**config.mk**
```make
export PLATFORM = sky130hd
export DESIGN_NAME = tx_ready_top
export DESIGN_NICKNAME = d
export VERILOG_FILES = /design/src/rtl/tx_ready_pkg.sv /design/src/rtl/tx_ready_ctrl.sv /design/src/rtl/tx_ready_dp.sv /design/src/rtl/tx_ready_top.sv
export SDC_FILE = /design/constraint.sdc
export NUM_CORES = 1
export LEC_CHECK = 0
export ABC_AREA = 1
export CORE_AREA = 4 4 41 43
export CTS_BUF_LIST = sky130_fd_sc_hd__clkbuf_2 sky130_fd_sc_hd__clkbuf_4 sky130_fd_sc_hd__clkbuf_8
export DETAILED_ROUTE_END_ITERATION = 6
export DIE_AREA = 0 0 45 47
export GPL_TIMING_DRIVEN = 0
export SLEW_MARGIN = 20
export SYNTH_ARGS = -nofsm -noshare
export SYNTH_HDL_FRONTEND = slang
export SYNTH_HIERARCHICAL = 1
export SYNTH_SLANG_ARGS = --single-unit
```
**constraint.sdc**
```tcl
create_clock -name clk -period 1.45 [get_ports clk]
set_input_delay 0.3625 -clock clk [delete_from_list [all_inputs] [get_ports clk]]
set_output_delay 0.3625 -clock clk [all_outputs]
set_load 0.005 [all_outputs]
```
**src/rtl/tx_ready_pkg.sv**
```systemverilog
package tx_ready_pkg;

  typedef enum logic [1:0] {
    ST_IDLE  = 2'd0,
    ST_POOL  = 2'd1,
    ST_FRAME = 2'd2,
    ST_BOTH  = 2'd3
  } txWaitState_e;

  typedef struct packed {
    logic accept;
    logic reject;
    logic complete;
    logic track;
  } txStrobes_t;

endpackage

```
**src/rtl/tx_ready_ctrl.sv**
```systemverilog
module tx_ready_ctrl
  import tx_ready_pkg::*;
#(
  parameter int CMD_W = 2,
  parameter logic [CMD_W-1:0] CODE_TRANS = 2'b01,
  parameter logic [CMD_W-1:0] CODE_INFO  = 2'b10
) (
  input  logic             clk,
  input  logic             rst,
  input  logic             cmdValid,
  input  logic [CMD_W-1:0] cmdType,
  input  logic             cmdEnd,
  input  logic             autoMode,
  input  logic             poolEmpty,
  input  logic             frameDone,
  input  logic             remoteAck,
  input  logic             seenFrame,
  input  logic             seenAck,
  output txStrobes_t       strobes,
  output txWaitState_e     waitState
);

  txWaitState_e stateQ, stateD, decoded;
  logic isTrans, isInfo, cmdKnown, completeNow, freeNow;

  assign isTrans  = (cmdType == CODE_TRANS);
  assign isInfo   = (cmdType == CODE_INFO);
  assign cmdKnown = cmdValid && (isTrans || isInfo);

  always_comb begin
    unique case (stateQ)
      ST_POOL:  completeNow = poolEmpty && !frameDone;
      ST_FRAME: completeNow = frameDone;
      ST_BOTH:  completeNow = (seenFrame || frameDone) && (seenAck || remoteAck);
      default:  completeNow = 1'b0;
    endcase
  end

  assign freeNow = (stateQ == ST_IDLE) || completeNow;

  always_comb begin
    if (!cmdEnd)                 decoded = ST_POOL;
    else if (isInfo && autoMode) decoded = ST_BOTH;
    else                         decoded = ST_FRAME;
  end

  always_comb begin
    strobes.accept   = cmdKnown && freeNow;
    strobes.reject   = cmdKnown && !freeNow;
    strobes.complete = completeNow;
    strobes.track    = (stateQ == ST_BOTH);
  end

  always_comb begin
    stateD = stateQ;
    if (strobes.accept)   stateD = decoded;
    else if (completeNow) stateD = ST_IDLE;
  end

  always_ff @(posedge clk) begin
    if (rst) stateQ <= ST_IDLE;
    else     stateQ <= stateD;
  end

  assign waitState = stateQ;

endmodule

```
**src/rtl/tx_ready_dp.sv**
```systemverilog
module tx_ready_dp
  import tx_ready_pkg::*;
(
  input  logic       clk,
  input  logic       rst,
  input  txStrobes_t strobes,
  input  logic       frameDone,
  input  logic       remoteAck,
  output logic       seenFrame,
  output logic       seenAck,
  output logic       readyPulse,
  output logic       cmdError
);

  always_ff @(posedge clk) begin
    if (rst) begin
      seenFrame  <= 1'b0;
      seenAck    <= 1'b0;
      readyPulse <= 1'b0;
      cmdError   <= 1'b0;
    end else begin
      readyPulse <= strobes.complete;
      if (strobes.reject) cmdError <= 1'b1;
      if (strobes.accept) begin
        seenFrame <= 1'b0;
        seenAck   <= 1'b0;
      end else if (strobes.track) begin
        if (frameDone) seenFrame <= 1'b1;
        if (remoteAck) seenAck   <= 1'b1;
      end
    end
  end

endmodule

```
**src/rtl/tx_ready_top.sv**
```systemverilog
module tx_ready_top
  import tx_ready_pkg::*;
#(
  parameter int CMD_W = 2,
  parameter logic [CMD_W-1:0] CODE_TRANS = 2'b01,
  parameter logic [CMD_W-1:0] CODE_INFO  = 2'b10
) (
  input  logic             clk,
  input  logic             rst,
  input  logic             cmdValid,
  input  logic [CMD_W-1:0] cmdType,
  input  logic             cmdEnd,
  input  logic             autoMode,
  input  logic             poolEmpty,
  input  logic             frameDone,
  input  logic             remoteAck,
  output logic             readyPulse,
  output logic             cmdError
);

  txStrobes_t   ctlStrobes;
  txWaitState_e ctlState;
  logic         seenFrame, seenAck;

  tx_ready_ctrl #(
    .CMD_W(CMD_W), .CODE_TRANS(CODE_TRANS), .CODE_INFO(CODE_INFO)
  ) u_ctrl (
    .clk(clk), .rst(rst), .cmdValid(cmdValid), .cmdType(cmdType),
    .cmdEnd(cmdEnd), .autoMode(autoMode), .poolEmpty(poolEmpty),
    .frameDone(frameDone), .remoteAck(remoteAck),
    .seenFrame(seenFrame), .seenAck(seenAck),
    .strobes(ctlStrobes), .waitState(ctlState)
  );

  tx_ready_dp u_dp (
    .clk(clk), .rst(rst), .strobes(ctlStrobes),
    .frameDone(frameDone), .remoteAck(remoteAck),
    .seenFrame(seenFrame), .seenAck(seenAck),
    .readyPulse(readyPulse), .cmdError(cmdError)
  );

endmodule

```
==> qor.txt, run 1 <==
STATUS
--------------------------------------------------------------------------------------------------------
Status                                                                                      complete, no violations

SYNTHESIS
--------------------------------------------------------------------------------------------------------
Biggest area consumer among synthesized cells                                               sky130_fd_sc_hd__dfxtp_1
Sequential fraction of the synthesis area                                                          33.8%
Share of Yosys cell area claimed by the top area cell type                                         33.8%
Distinct cells, synth                                                                                 15
Synth Area per Inst                                                                           6.46 sq um
Post-synthesis cell area                                                                       355 sq um
Net count after synthesis                                                                             66
Count of mapped cells out of synthesis                                                                55
Total of flip-flops plus latches after synthesis                                                       6
Dominant cells by area after synthesis                                                      sky130_fd_sc_hd__dfxtp_1, sky130_fd_sc_hd__inv_1, sky130_fd_sc_hd__nand2_1, sky130_fd_sc_hd__nand3_1, sky130_fd_sc_hd__nor2_1
Number of synthesis warnings                                                                           6

DRT
--------------------------------------------------------------------------------------------------------
Number of DRC markers after the initial detailed-route iteration                                       4
DRC viols                                                                                              0
Via count of the routed design                                                                       338
Wirelength, routed                                                                                646 um
Routed wire per std cell                                                                         7.69 um
1st-pass router iterations                                                                             3
Routed Antenna Nets                                                                                    0
Via-per-instance ratio                                                                              4.02

POWER
--------------------------------------------------------------------------------------------------------
Comb power frac                                                                                    20.5%
Pwr Total                                                                                     0.000403 W
Leakage power figure                                                                            0.295 nW
Switching share of power                                                                           23.1%
Total internal power                                                                          0.000310 W
P_sw                                                                                         0.0000931 W
Clock share of power                                                                               36.1%
Proportion of power drawn by flip-flops and latches                                                43.4%
Power per cell area                                                                          755 nW/um^2
Peak supply drop                                                                                0.383 mV

GLOBAL ROUTING
--------------------------------------------------------------------------------------------------------
Initial antenna violation count                                                                        0
Pin count of the biggest net entering global routing                                                   6
Total Routing Usage GR                                                                             6.89%
Global-route wire length before repair                                                           1040 um
GRT Residual Overflow                                                                                  0
Vias in the first global route                                                                       275

WORST SETUP PATH
--------------------------------------------------------------------------------------------------------
Cell at the slowest stage of the critical path                                              sky130_fd_sc_hd__clkdlybuf4s50_1
Buffering stage count on the worst path with inverters included                                        4
Data required time of the critical path                                                          1.58 ns
Critical Path AT                                                                                 1.50 ns
Largest fanout on the critical path                                                                    3
Cell with the most instances on the worst path                                              sky130_fd_sc_hd__inv_1
Kind of cell adding the most delay to the critical path                                     buffers and inverters
Category of the most critical setup path                                                    primary input to register
Cell-by-cell listing of the critical path                                                   clkdlybuf4s50_1, inv_1, ha_4, nor2_4, nand2_1, inv_1, nor2_2, nand2_1, inv_1
Nature of the critical path endpoint                                                            register
Category of the worst setup path launch point                                               primary input
Largest incremental delay on the critical path                                                   0.45 ns

FLOW RUN
--------------------------------------------------------------------------------------------------------
MaxCap Viol Count                                                                                      0

PLACEMENT
--------------------------------------------------------------------------------------------------------
Global placement routability congestion                                                            0.699
HPWL reported at the end of detailed placement                                                    516 um
Post-DP Area                                                                                   484 sq um
Number of buffers added on ports                                                                      11
Worst slack, placed                                                                            -0.282 ns

TIMING
--------------------------------------------------------------------------------------------------------
Tcrit/Tclk final                                                                                   94.3%
Setup slack after layout                                                                       0.0821 ns
Max Freq                                                                                       0.731 GHz
Normalized max-slew margin                                                                         86.4%
Worst Max-Slew Pin Slew                                                                         0.204 ns
Shortest clock period the worst path allows after layout                                         1.37 ns
Fin. Hold Viols                                                                                        0
Sum Neg Setup Slack                                                                                 0 ns
Endpoints failing setup                                                                                0
Final clock skew                                                                              0.00277 ns
Final hold slack                                                                                0.473 ns
Final max-slew violation count                                                                         0
Setup repair after global routing missed its margin                                                   no

FLOORPLAN
--------------------------------------------------------------------------------------------------------
Core region area                                                                              1300 sq um
Row cnt                                                                                               13
Initial Util                                                                                       27.3%
Die Outline Area                                                                              2120 sq um
Number of I/O pins                                                                                    12
Die width                                                                                          45 um
Die height                                                                                         47 um

CLOCK NETWORK
--------------------------------------------------------------------------------------------------------
Clk Tree Root Cell                                                                          sky130_fd_sc_hd__clkbuf_4
Clock Latency Late Sink                                                                          0.24 ns
Post-CTS clock slew at the launch and capture registers of the worst setup and hold paths        0.04 ns
Number of buffers created by CTS                                                                       3
Max Root-Sink Buffers                                                                                  2
Htree depth                                                                                            1
Sink Count                                                                                             6
Cts-stage hold buffer count                                                                            0
Post-CTS setup-driven buffer insertion count                                                           0
TritonCTS clock tree                                                                               built

CELLS AND AREA
--------------------------------------------------------------------------------------------------------
Fraction of final layout cells sized beyond drive strength 1                                       15.9%
Ant. Diodes                                                                                            0
Non-Filler Cell Area, Final                                                                    534 sq um
Post-synthesis to final-layout area growth                                                         50.4%
FILL cells                                                                                           162
Net count of the finished layout                                                                      82

MIN PATH
--------------------------------------------------------------------------------------------------------
Class of the tightest hold or removal check                                                 register to register

kinds of logic (layout without fill, tap and decap cells):
kind of cell,count (synthesis),after routing,share of synthesized area [%]
simple gates,29,29,39.8
buf+inv,16,30,18.0
flops,6,6,33.8
compound gates,3,3,4.93
fa+ha+maj,1,1,3.52
layer usage:
layer	vias to the layer above	GRT usage [%]	wire length, um
met2	6	10.2	302
met4	0	3.51	0
met5	-	0	0
met3	0	3.07	49
met1	142	8.47	294
li1	190	-	-
placed cells by master, fill, tap and decap left out, drive strengths merged:
cell type | synthesis | layout
inv | 15 | 15
nand2 | 14 | 14
clkdlybuf4s50 | 0 | 8
nand3 | 7 | 7
dfxtp | 6 | 6
nor2 | 6 | 6
clkbuf | 0 | 3
dlymetal6s2s | 0 | 3
a21oi | 2 | 2
or2 | 1 | 1
a21boi | 1 | 1
nor3 | 1 | 1
ha | 1 | 1
buf | 1 | 1
timing repair:
item,in CTS,in global routing
gates resized for setup,2,6
pin swaps,1,1
setup endpoints to repair,3,6
flip-flops by register name (all words and copies together) (netlist names):
register and flops:
u_ctrl/waitState 2, u_dp/cmdError 1, u_dp/readyPulse 1, u_dp/seenAck 1, u_dp/seenFrame 1
worst paths after layout:
kind | endpoint | from | slack [ns] | depth (start not counted)
hold / removal | u_dp/cmdError | u_dp/cmdError | 0.47 | 2
hold reg to reg | u_dp/cmdError | u_dp/cmdError | 0.47 | 2
setup reg to reg | u_dp/readyPulse | u_ctrl/waitState[1] | 0.32 | 7
setup / recovery | u_dp/seenAck | cmdType[0] | 0.08 | 9
Yosys cell counts, drive strengths merged:
cell type,number
a21boi,1
ha,1
buf,1
nor2,6
nand3,7
nor3,1
nand2,14
a21oi,2
dfxtp,6
inv,15
or2,1
worst min-delay path, cell delays in order, from the launching register on:
cell,delay (ns)
sky130_fd_sc_hd__dfxtp_1,0.32
sky130_fd_sc_hd__nor2_1,0.05
sky130_fd_sc_hd__nor2_1,0.07
through the flow:
stage / cells / utilization, %
after global placement: 81 / 37.2
final: 84 / 41.1
after CTS: 84 / 39.1
after global routing: 84 / 41.1
after detailed placement: 81 / 37.2
after floorplan: 55 / -
power by group through the flow:
stage	registers (W)	clock network, W	logic, W
after floorplan	0.000178	0	0.0000380
after global routing	0.000176	0.000166	0.0000930
after global placement	0.000178	0	0.0000739
after CTS	0.000175	0.000157	0.0000767
after detailed placement	0.000178	0	0.0000745
final	0.000175	0.000146	0.0000826
cell type report:
class | instances | area (sq um) | area share, %
inverters | 15 | 56.3 | 10.5
repair buffers | 11 | 118 | 22.0
multi-input cells | 33 | 191 | 35.8
clock buffers | 3 | 22.5 | 4.22
plain buffers | 1 | 7.51 | 1.41
well taps | 15 | 18.8 | 3.51
flip-flops and latches | 6 | 120 | 22.5
Power figures use the tool's default switching activity.
==> run 2, diff against run 1 <==
- ABC_CLOCK_PERIOD_IN_PS: default -> 1450
==> results of run 2 <==
Final layout, timing and power as in run 1 (identical DEF).
==> run 3, diff against run 2 <==
- SETUP_SLACK_MARGIN: default -> 0.2
==> run 3 against run 2 <==
Cell count is 3.6% higher. Highest routed layer unchanged. Sequential power hardly changed. Worst hold slack worse by 0.024 ns. Global-route usage is 0.079 points higher. Die area stayed put. Clock power hardly changed.
==> qor.txt, run 3 (same netlist as run 1, synthesis figures left out) <==
POWER
--------------------------------------------------------------------------------------------------------
Total internal power                                                                          0.000316 W
Proportion of power drawn by flip-flops and latches                                                42.0%
Clock share of power                                                                               35.3%
Peak supply drop                                                                                0.385 mV
Power per cell area                                                                          735 nW/um^2
Leakage power figure                                                                            0.284 nW
Pwr Total                                                                                     0.000417 W
P_sw                                                                                          0.000101 W
Comb power frac                                                                                    22.7%
Switching share of power                                                                           24.3%

TIMING
--------------------------------------------------------------------------------------------------------
Setup repair after global routing missed its margin                                                   no
Max Freq                                                                                       0.838 GHz
Endpoints failing setup                                                                                0
Fin. Hold Viols                                                                                        0
Normalized max-slew margin                                                                         84.7%
Shortest clock period the worst path allows after layout                                         1.19 ns
Final clock skew                                                                              0.00361 ns
Tcrit/Tclk final                                                                                   82.3%
Worst Max-Slew Pin Slew                                                                         0.229 ns
Final max-slew violation count                                                                         0

GLOBAL ROUTING
--------------------------------------------------------------------------------------------------------
Vias in the first global route                                                                       273
Initial antenna violation count                                                                        0
Global-route wire length before repair                                                           1040 um
GRT Residual Overflow                                                                                  0
Total Routing Usage GR                                                                             6.97%
Pin count of the biggest net entering global routing                                                   6

FLOW RUN
--------------------------------------------------------------------------------------------------------
MaxCap Viol Count                                                                                      0

DRT
--------------------------------------------------------------------------------------------------------
Met2 wire length                                                                                  314 um
Wl on met1                                                                                        318 um
Wirelength, routed                                                                                682 um
1st-pass router iterations                                                                             2
Via count of the routed design                                                                       342
Routed wire per std cell                                                                         7.84 um
Via-per-instance ratio                                                                              3.93
Highest metal layer with signal wires                                                               met3
Routed Antenna Nets                                                                                    0
DRC viols                                                                                              0
Wire length on met3                                                                                48 um
Number of DRC markers after the initial detailed-route iteration                                       4

CLOCK NETWORK
--------------------------------------------------------------------------------------------------------
Number of buffers created by CTS                                                                       3
Clk Tree Root Cell                                                                          sky130_fd_sc_hd__clkbuf_4
Sink Count                                                                                             6
Post-CTS clock slew at the launch and capture registers of the worst setup and hold paths        0.04 ns
Clock Latency Late Sink                                                                          0.24 ns
Htree depth                                                                                            1
Max Root-Sink Buffers                                                                                  2
TritonCTS clock tree                                                                               built

STATUS
--------------------------------------------------------------------------------------------------------
Status                                                                                      complete, no violations

PLACEMENT
--------------------------------------------------------------------------------------------------------
HPWL reported at the end of detailed placement                                                    516 um
Global placement routability congestion                                                            0.699
Number of buffers added on ports                                                                      11
Total placed cells including tap cells                                                                81

CELLS AND AREA
--------------------------------------------------------------------------------------------------------
Ant. Diodes                                                                                            0
Number of cells in the finished layout apart from fillers                                             87
Most frequent standard cell in the layout excluding fill and tap cells                      sky130_fd_sc_hd__nand2_1
Net count of the finished layout                                                                      85
Fraction of final layout cells sized beyond drive strength 1                                       26.4%
Leading cell types in the layout, fill and taps excluded                                    sky130_fd_sc_hd__nand2_1, sky130_fd_sc_hd__inv_1, sky130_fd_sc_hd__dfxtp_1
Post-synthesis to final-layout area growth                                                         59.5%
Largest register FFs                                                                                   2

WORST SETUP PATH
--------------------------------------------------------------------------------------------------------
Category of the worst setup path launch point                                               primary input
Critical Path End                                                                           u_dp/readyPulse
Critical Path AT                                                                                 1.37 ns
Number of cell instances on the worst register-to-register path                                       10
Nature of the critical path endpoint                                                            register
Slack of the worst reg-to-reg path                                                               0.34 ns
Timing startpoint of the critical path                                                         poolEmpty
Data required time of the critical path                                                          1.62 ns
Largest fanout on the critical path                                                                    4
Capture instance of the worst register-to-register path                                     u_dp/seenAck
Category of the most critical setup path                                                    primary input to register
R2r startpoint                                                                              u_ctrl/waitState[1]

FLOORPLAN
--------------------------------------------------------------------------------------------------------
Die width                                                                                          45 um
Die height                                                                                         47 um
Initial Util                                                                                       27.3%
Number of I/O pins                                                                                    12
Row cnt                                                                                               13
Die Outline Area                                                                              2120 sq um
Core region area                                                                              1300 sq um

MIN PATH
--------------------------------------------------------------------------------------------------------
Class of the tightest hold or removal check                                                 primary input to register

==> run 3: power by group through the flow <==
| stage | Sequential [W] | Clock, W | Combinational, W |
|---|---|---|---|
| 6_report | 0.000175 | 0.000147 | 0.0000947 |
| 5_1_grt | 0.000176 | 0.000166 | 0.000106 |
| 4_1_cts | 0.000175 | 0.000157 | 0.0000854 |
| 3_5_place_dp | 0.000178 | 0 | 0.0000745 |
| 3_3_place_gp | 0.000178 | 0 | 0.0000739 |
| 2_1_floorplan | 0.000178 | 0 | 0.0000380 |
==> run 3: cell type report <==
| type | instances | area, sq um |
|---|---|---|
| repair buffers | 14 | 129 |
| inverters | 15 | 56.3 |
| well taps | 15 | 18.8 |
| fillers | 160 | 734 |
| clock buffers | 3 | 22.5 |
| flip-flops and latches | 6 | 120 |
| plain buffers | 1 | 7.51 |
| multi-input cells | 33 | 213 |
==> run 3: worst min-delay path by stage <==
stage	start	to	slack [ns]	cells after the start
2_1_floorplan	rst	u_ctrl/waitState[0]	0.43	1
3_3_place_gp	u_dp/cmdError	u_dp/cmdError	0.46	2
3_5_place_dp	u_dp/cmdError	u_dp/cmdError	0.46	2
4_1_cts	u_dp/cmdError	u_dp/cmdError	0.48	2
5_1_grt	remoteAck	u_dp/seenAck	0.48	5
6_report	remoteAck	u_dp/seenAck	0.45	5
==> run 3: worst max-delay path, cell delays in order <==
cell	delay, ns
sky130_fd_sc_hd__clkdlybuf4s50_1	0.45
sky130_fd_sc_hd__nand2_1	0.04
sky130_fd_sc_hd__nand2_1	0.07
sky130_fd_sc_hd__inv_2	0.06
sky130_fd_sc_hd__a21boi_2	0.16
sky130_fd_sc_hd__buf_4	0.12
sky130_fd_sc_hd__inv_1	0.03
sky130_fd_sc_hd__nor2_1	0.06
==> run 3: what timing repair did <==
| action | in CTS | in global routing |
|---|---|---|
| setup buffers | 0 | 3 |
| resized for setup | 14 | 4 |
| pin swaps | 4 | 7 |
| endpoints found under the setup margin | 8 | 4 |
| hold buffers | 0 | 0 |
==> run 3: layer usage <==
layer	vias up	GRT usage [%]
met5	-	0
met4	0	3.51
met3	0	3.07
met2	6	10.7
met1	140	8.24
li1	196	-
==> run 3: metrics by stage <==
| step | setup WS, ns | cell area (sq um) | setup TNS, ns | utilization, % | hold slack, ns |
|---|---|---|---|---|---|
| global route | 0.196 | 567 | 0 | 43.6 | 0.477 |
| finish | 0.256 | 567 | 0 | 43.6 | 0.450 |
| global placement | -0.263 | 484 | -1.24 | 37.2 | 0.462 |
| CTS | 0.193 | 534 | 0 | 41.1 | 0.476 |
| floorplan | 0.274 | 355 | 0 | - | 0.432 |
| detailed placement | -0.282 | 484 | -1.31 | 37.2 | 0.461 |
